<file path="src/rtl/isp_gate_pkg.sv">
`timescale 1ns/1ps
package isp_gate_pkg;
   localparam int unsigned KEY_W_DEFAULT = 16;
   localparam logic [15:0] KEY_SIG_DEFAULT = 16'hA370;

   typedef enum logic [1:0] {
      TDR_NONE = 2'd0,
      TDR_RST  = 2'd1,
      TDR_KEY  = 2'd2
   } tdr_sel_e;
endpackage

</file>
<file path="src/rtl/isp_gate_rstreg.sv">
`timescale 1ns/1ps
module isp_gate_rstreg #(
   parameter int unsigned TMO_W = 16
) (
   input  logic             clk,
   input  logic             rst_n,
   input  logic             sel,
   input  logic             shift_en,
   input  logic             tdi,
   input  logic [TMO_W-1:0] tmo_len,
   output logic             bit_q,
   output logic             reset_req
);
   if (TMO_W < 1) begin : g_bad_tmo_w
      $error("isp_gate_rstreg: TMO_W must be at least 1");
   end

   logic [TMO_W-1:0] hold_cnt;

   // Single-stage register; its value is used directly, with no update latch.
   always_ff @(posedge clk or negedge rst_n) begin
      if (!rst_n)                bit_q <= 1'b0;
      else if (sel && shift_en)  bit_q <= tdi;
   end

   // While the bit is set, keep reloading; once clear, count down to zero.
   always_ff @(posedge clk or negedge rst_n) begin
      if (!rst_n)                 hold_cnt <= '0;
      else if (bit_q)             hold_cnt <= tmo_len;
      else if (hold_cnt != '0)    hold_cnt <= hold_cnt - TMO_W'(1);
   end

   assign reset_req = bit_q | (hold_cnt != '0);

   assert_immediate_R2: assert property (@(posedge clk) disable iff (!rst_n)
      (sel && shift_en && tdi) |=> reset_req);

   assert_reload_R5: assert property (@(posedge clk) disable iff (!rst_n)
      bit_q |=> (hold_cnt == $past(tmo_len)));

   assert_quiet_R4: assert property (@(posedge clk) disable iff (!rst_n)
      (!reset_req && !(sel && shift_en && tdi)) |=> !reset_req);
endmodule

</file>
<file path="src/rtl/isp_gate_keyreg.sv">
`timescale 1ns/1ps
module isp_gate_keyreg #(
   parameter int unsigned      KEY_W     = 16,
   parameter logic [KEY_W-1:0] KEY_SIG   = 16'hA370,
   parameter bit               LSB_FIRST = 1'b1
) (
   input  logic clk,
   input  logic rst_n,
   input  logic sel,
   input  logic shift_en,
   input  logic update_en,
   input  logic clear,
   input  logic tdi,
   output logic tdo_bit,
   output logic unlocked
);
   if (KEY_W < 2) begin : g_bad_key_w
      $error("isp_gate_keyreg: KEY_W must be at least 2");
   end

   logic [KEY_W-1:0] shf_q;
   logic [KEY_W-1:0] shf_d;
   logic [KEY_W-1:0] upd_q;

   if (LSB_FIRST) begin : g_lsb_first
      assign shf_d   = {tdi, shf_q[KEY_W-1:1]};
      assign tdo_bit = shf_q[0];
   end else begin : g_msb_first
      assign shf_d   = {shf_q[KEY_W-2:0], tdi};
      assign tdo_bit = shf_q[KEY_W-1];
   end

   always_ff @(posedge clk or negedge rst_n) begin
      if (!rst_n)                shf_q <= '0;
      else if (sel && shift_en)  shf_q <= shf_d;
   end

   // Clear has priority over an update in the same cycle.
   always_ff @(posedge clk or negedge rst_n) begin
      if (!rst_n)                 upd_q <= '0;
      else if (clear)             upd_q <= '0;
      else if (sel && update_en)  upd_q <= shf_q;
   end

   assign unlocked = (upd_q == KEY_SIG);

   assert_update_only_R8: assert property (@(posedge clk) disable iff (!rst_n)
      (!clear && !(sel && update_en)) |=> $stable(unlocked));

   assert_clear_wins_R9: assert property (@(posedge clk) disable iff (!rst_n)
      clear |=> !unlocked);
endmodule

</file>
<file path="src/rtl/isp_gate.sv">
`timescale 1ns/1ps
module isp_gate #(
   parameter int unsigned      TMO_W   = 16,
   parameter int unsigned      KEY_W   = isp_gate_pkg::KEY_W_DEFAULT,
   parameter logic [KEY_W-1:0] KEY_SIG = isp_gate_pkg::KEY_SIG_DEFAULT
) (
   input  logic             clk,
   input  logic             rst_n,
   input  logic             sel_rst,
   input  logic             sel_pen,
   input  logic             shift_en,
   input  logic             update_en,
   input  logic             tdi,
   output logic             tdo,
   input  logic [TMO_W-1:0] tmo_len,
   input  logic             pgm_exit,
   output logic             dev_reset,
   output logic             pgm_enabled
);
   import isp_gate_pkg::*;

   logic     rst_bit;
   logic     key_tdo;
   tdr_sel_e cur_sel;

   isp_gate_rstreg #(.TMO_W(TMO_W)) u_rstreg (
      .clk       (clk),
      .rst_n     (rst_n),
      .sel       (sel_rst),
      .shift_en  (shift_en),
      .tdi       (tdi),
      .tmo_len   (tmo_len),
      .bit_q     (rst_bit),
      .reset_req (dev_reset)
   );

   isp_gate_keyreg #(.KEY_W(KEY_W), .KEY_SIG(KEY_SIG), .LSB_FIRST(1'b1)) u_keyreg (
      .clk       (clk),
      .rst_n     (rst_n),
      .sel       (sel_pen),
      .shift_en  (shift_en),
      .update_en (update_en),
      .clear     (pgm_exit),
      .tdi       (tdi),
      .tdo_bit   (key_tdo),
      .unlocked  (pgm_enabled)
   );

   always_comb begin
      if (sel_rst)      cur_sel = TDR_RST;
      else if (sel_pen) cur_sel = TDR_KEY;
      else              cur_sel = TDR_NONE;
   end

   always_comb begin
      unique case (cur_sel)
         TDR_RST: tdo = rst_bit;
         TDR_KEY: tdo = key_tdo;
         default: tdo = 1'b0;
      endcase
   end

   assert_one_select_R11: assert property (@(posedge clk) disable iff (!rst_n)
      $onehot0({sel_rst, sel_pen}));

   assert_hold_while_set_R3: assert property (@(posedge clk) disable iff (!rst_n)
      (sel_rst && tdo) |-> dev_reset);
endmodule

</file>
<file path="config.mk">
export PLATFORM = sky130hd
export DESIGN_NAME = isp_gate
export DESIGN_NICKNAME = d
export VERILOG_FILES = /design/src/rtl/isp_gate_pkg.sv /design/src/rtl/isp_gate_rstreg.sv /design/src/rtl/isp_gate_keyreg.sv /design/src/rtl/isp_gate.sv
export SDC_FILE = /design/constraint.sdc
export NUM_CORES = 1
export LEC_CHECK = 0
export ABC_AREA = 1
export BUFFER_PORTS_ARGS = -buffer_cell sky130_fd_sc_hd__buf_2
export CAP_MARGIN = 10
export CORE_UTILIZATION = 45
export CTS_BUF_LIST = sky130_fd_sc_hd__clkbuf_8
export CTS_CLUSTER_SIZE = 16
export DETAILED_ROUTE_END_ITERATION = 6
export SLEW_MARGIN = 10
export SYNTH_ARGS = -nofsm -noshare
export SYNTH_HDL_FRONTEND = slang
export SYNTH_HIERARCHICAL = 1
export SYNTH_SLANG_ARGS = --single-unit
export TNS_END_PERCENT = 30
</file>
<file path="constraint.sdc">
create_clock -name clk -period 2.6 [get_ports clk]
set_input_delay 0.26 -clock clk [delete_from_list [all_inputs] [get_ports clk]]
set_output_delay 0.26 -clock clk [all_outputs]
set_load 0.005 [all_outputs]
</file>
==> load_flow_metrics.sql <==
INSERT INTO impl_metrics (metric_group, metric, value, unit) VALUES
('timing', 'worst_clock_skew_on_the_final_layout', '9.39', 'ps'),
('cts', 'cts-buffers-inserted', '5', ''),
('floorplanning', 'initial_core_utilization', '48.1', '%'),
('global_routing', 'number_of_antenna_violations_at_the_first_check_in_global_routing', '0', ''),
('hold_path', 'min-delay-path-class', 'in -> reg', ''),
('global_routing', 'grt-busiest-layer', 'met2', ''),
('cts', 'cts_buffer_depth', '2', ''),
('critical_path', 'critical_path_buf_inv_count', '3', ''),
('critical_path', 'cp_data_arrival_time', '1880', 'ps'),
('global_routing', 'use_met3', '3.57', '%'),
('route', 'detail_route.first_pass.iterations', '4', ''),
('cts', 'clk-insertion-delay-late', '300', 'ps'),
('global_routing', 'grt_use_met1', '27.9', '%'),
('layout', 'finalInstanceArea', '2810', 'um^2'),
('yosys', 'postSynthNetCount', '358', ''),
('timing', 'tightest_slew', '828', 'ps'),
('placed_design', 'placedInstanceArea', '2700', 'um^2'),
('yosys', 'netlist_top_cells_area', 'dfrtp_1 49%, nand2_1 15%, nor2_1 7.5%, inv_1 5.5%, o21ai_0 5.0%', ''),
('floorplanning', 'boundaryPins', '27', ''),
('timing', 'hold_violations', '0', ''),
('power', 'leakagePower', '1.44', 'nW'),
('global_routing', 'grt_pass1_vias', '1942', ''),
('global_routing', 'global_route.usage.met2', '29.8', '%'),
('route', 'detail_route.drc_violations', '0', ''),
('critical_path', 'reg_to_reg_start', 'u_rstreg/hold_cnt[0]$_DFFE_PN0P_', ''),
('placed_design', 'gpl.final_weighted_congestion', '0.853', ''),
('flow_run', 'timing.max_cap.violations', '0', ''),
('critical_path', 'critical_path.cell_chain', 'inv_1 > ha_1 > inv_1 > nor2_1 > nand3_1 > nor2_1 > nand4_1 > buf_2', ''),
('hold_path', 'timing.hold.worst_endpoint', 'u_rstreg/hold_cnt[5]$_DFFE_PN0P_', ''),
('timing', 'clock.fmax', '467', 'MHz'),
('layout', 'share_of_cells_above_drive_strength_1', '15.7', '%'),
('timing', 'timing.setup.tns', '0', 'ps'),
('yosys', 'postSynthCellCount', '333', ''),
('cts', 'path_clk_slew', '90', 'ps'),
('cts', 'cts_tree', 'done', ''),
('yosys', 'synth.lib_cells_used.distinct', '26', ''),
('timing', 'final-setup-viol-count', '0', ''),
('critical_path', 'crit_fanout', '6', ''),
('layout', 'fin_nets', '387', ''),
('yosys', 'yosysMostFrequentCell', 'nand2_1', ''),
('global_routing', 'grtUsageTotal', '19.6', '%'),
('critical_path', 'criticalPathCategory', 'reg -> out', ''),
('cts', 'post_cts_resized', '0', ''),
('critical_path', 'timing.reg2reg.setup_slack', '940', 'ps'),
('yosys', 'synth_area_leader_cell', 'dfrtp_1', ''),
('floorplanning', 'fp.dieW', '76.8', 'um'),
('yosys', 'synth.top_cells.by_count', '100 x nand2_1, 50 x nor2_1, 49 x dfrtp_1, 37 x inv_1, 25 x o21ai_0', ''),
('placed_design', 'port_buffers', '26', ''),
('layout', 'antenna_cells', '0', ''),
('power', 'peakVddDrop', '0.472', 'mV'),
('floorplanning', 'dieHeight', '76.8', 'um'),
('timing', 'final_slew_violations', '0', ''),
('route', 'postRouteAntennaNets', '0', ''),
('floorplanning', 'fp.dieArea', '5900', 'um^2'),
('global_routing', 'global_route_wire_length_before_repair', '9030', 'um'),
('global_routing', 'grt.overflow.total', '0', ''),
('route', 'avgRoutedWirePerCell', '12.4', 'um'),
('yosys', 'synth_largest_type_area_fraction', '48.7', '%'),
('status', 'status', 'complete, no violations', ''),
('critical_path', 'reg2regPathDepth', '9', ''),
('yosys', 'seq_area_frac_synth', '48.7', '%'),
('cts', 'numClockSinks', '49', ''),
('critical_path', 'crit_path_start_kind', 'register', ''),
('floorplanning', 'num_rows', '26', ''),
('cts', 'cts-root-buf', 'clkbuf_8', ''),
('yosys', 'synth_area', '2520', 'um^2'),
('yosys', 'ys.flop_type', 'dfrtp_1', ''),
('critical_path', 'maximum_cell_stage_delay_along_the_critical_path', '410', 'ps'),
('placed_design', 'dpl.hpwl', '3890', 'um'),
('timing', 'grt_setup_unrepaired', 'false', ''),
('hold_path', 'worstHoldStart', 'tmo_len[5]', '');
==> tightest hold or removal path, delay by kind of cell <==
family                 cells  cell delay, ps
buffers and inverters      1              70
and+or+nand+nor            1              70
AOI/OAI and AO/OA          1              60
==> per-layer routing <==
| metal | wire length, um | part of all wire, % | up-vias |
|---|---|---|---|
| met1 | 2830 | 53 | 964 |
| met2 | 2320 | 43 | 26 |
| met5 | 0 | 0 | - |
| met3 | 171 | 3.2 | 6 |
| li1 | - | - | 1101 |
| met4 | 40 | 0.75 | 0 |
==> worst max path at each step <==
stage                                                 from         to  slack (ps)  depth (start not counted)
after global placement    u_rstreg/hold_cnt[0]$_DFFE_PN0P_  dev_reset         880                          8
after detailed placement  u_rstreg/hold_cnt[0]$_DFFE_PN0P_  dev_reset         810                          8
final                     u_rstreg/hold_cnt[0]$_DFFE_PN0P_  dev_reset         460                          8
after floorplan           u_rstreg/hold_cnt[0]$_DFFE_PN0P_  dev_reset        1130                          7
after global routing      u_rstreg/hold_cnt[0]$_DFFE_PN0P_  dev_reset         330                          8
after CTS                 u_rstreg/hold_cnt[0]$_DFFE_PN0P_  dev_reset         450                          8
==> per-stage QoR <==
stage          cells  hold slack (ps)  power, mW  setup slack, ps
3_5_place_dp     424              160       1.31              806
2_1_floorplan    333            -35.6       1.20             1130
4_1_cts          433              189       1.79              451
3_3_place_gp     424              157       1.30              882
5_1_grt          433              207       1.88              330
6_report         433              201       1.77              460
==> registers in the layout, indices dropped and copies added (netlist names) <==
signal / count
u_keyreg/upd_q: 16
u_rstreg/hold_cnt: 16
u_keyreg/shf_q: 16
u_rstreg/bit_q: 1
==> cell families (layout without fill, tap and decap cells) <==
logic type	after synthesis	after routing	synth area share (%)
and+or+nand+nor	191	191	32.6
DFF	49	49	48.7
AOI/OAI and AO/OA	46	46	9.79
buffers and inverters	45	75	8.05
adders and majority gates	1	1	0.497
xor gates and xnor gates	1	1	0.348
==> layout by cell type, fill, tap and decap left out <==
master	count
a21oi_1	14
o21ai_2	3
clkbuf_8	6
nor2_4	1
o21ai_0	25
clkinv_4	1
buf_2	26
nand2_4	1
ha_1	1
or2_2	6
nor3_1	1
nand2_1	100
nand2_2	1
nor2_2	5
a21boi_0	2
xnor2_1	1
nand3_1	22
buf_4	2
clkinv_2	1
dfrtp_1	49
nand4_1	1
o21ai_1	2
nand3_2	2
nor2_8	1
nor2_1	50
inv_1	37
dlygate4sd3_1	1
inv_8	1
==> cell type report <==
type	count	area (um^2)
sequential	49	1230
clock buffer	6	82.6
fill	553	2430
inverter	38	150
timing repair buffer	29	155
tap	70	87.6
clock inverter	2	13.8
multi-input combinational	239	1090
==> report_power, final <==
part	switching [mW]	internal, mW
Sequential	0.0910	0.868
Combinational	0.211	0.123
Clock	0.258	0.216
Total	0.559	1.21
==> what timing repair did <==
action | CTS | global route
hold endpoints to repair | 10 | 0
buffers inserted | 0 | 0
hold buffers | 1 | 0
endpoints found under the setup margin | 0 | 0
(Power assumes the default switching activity.)
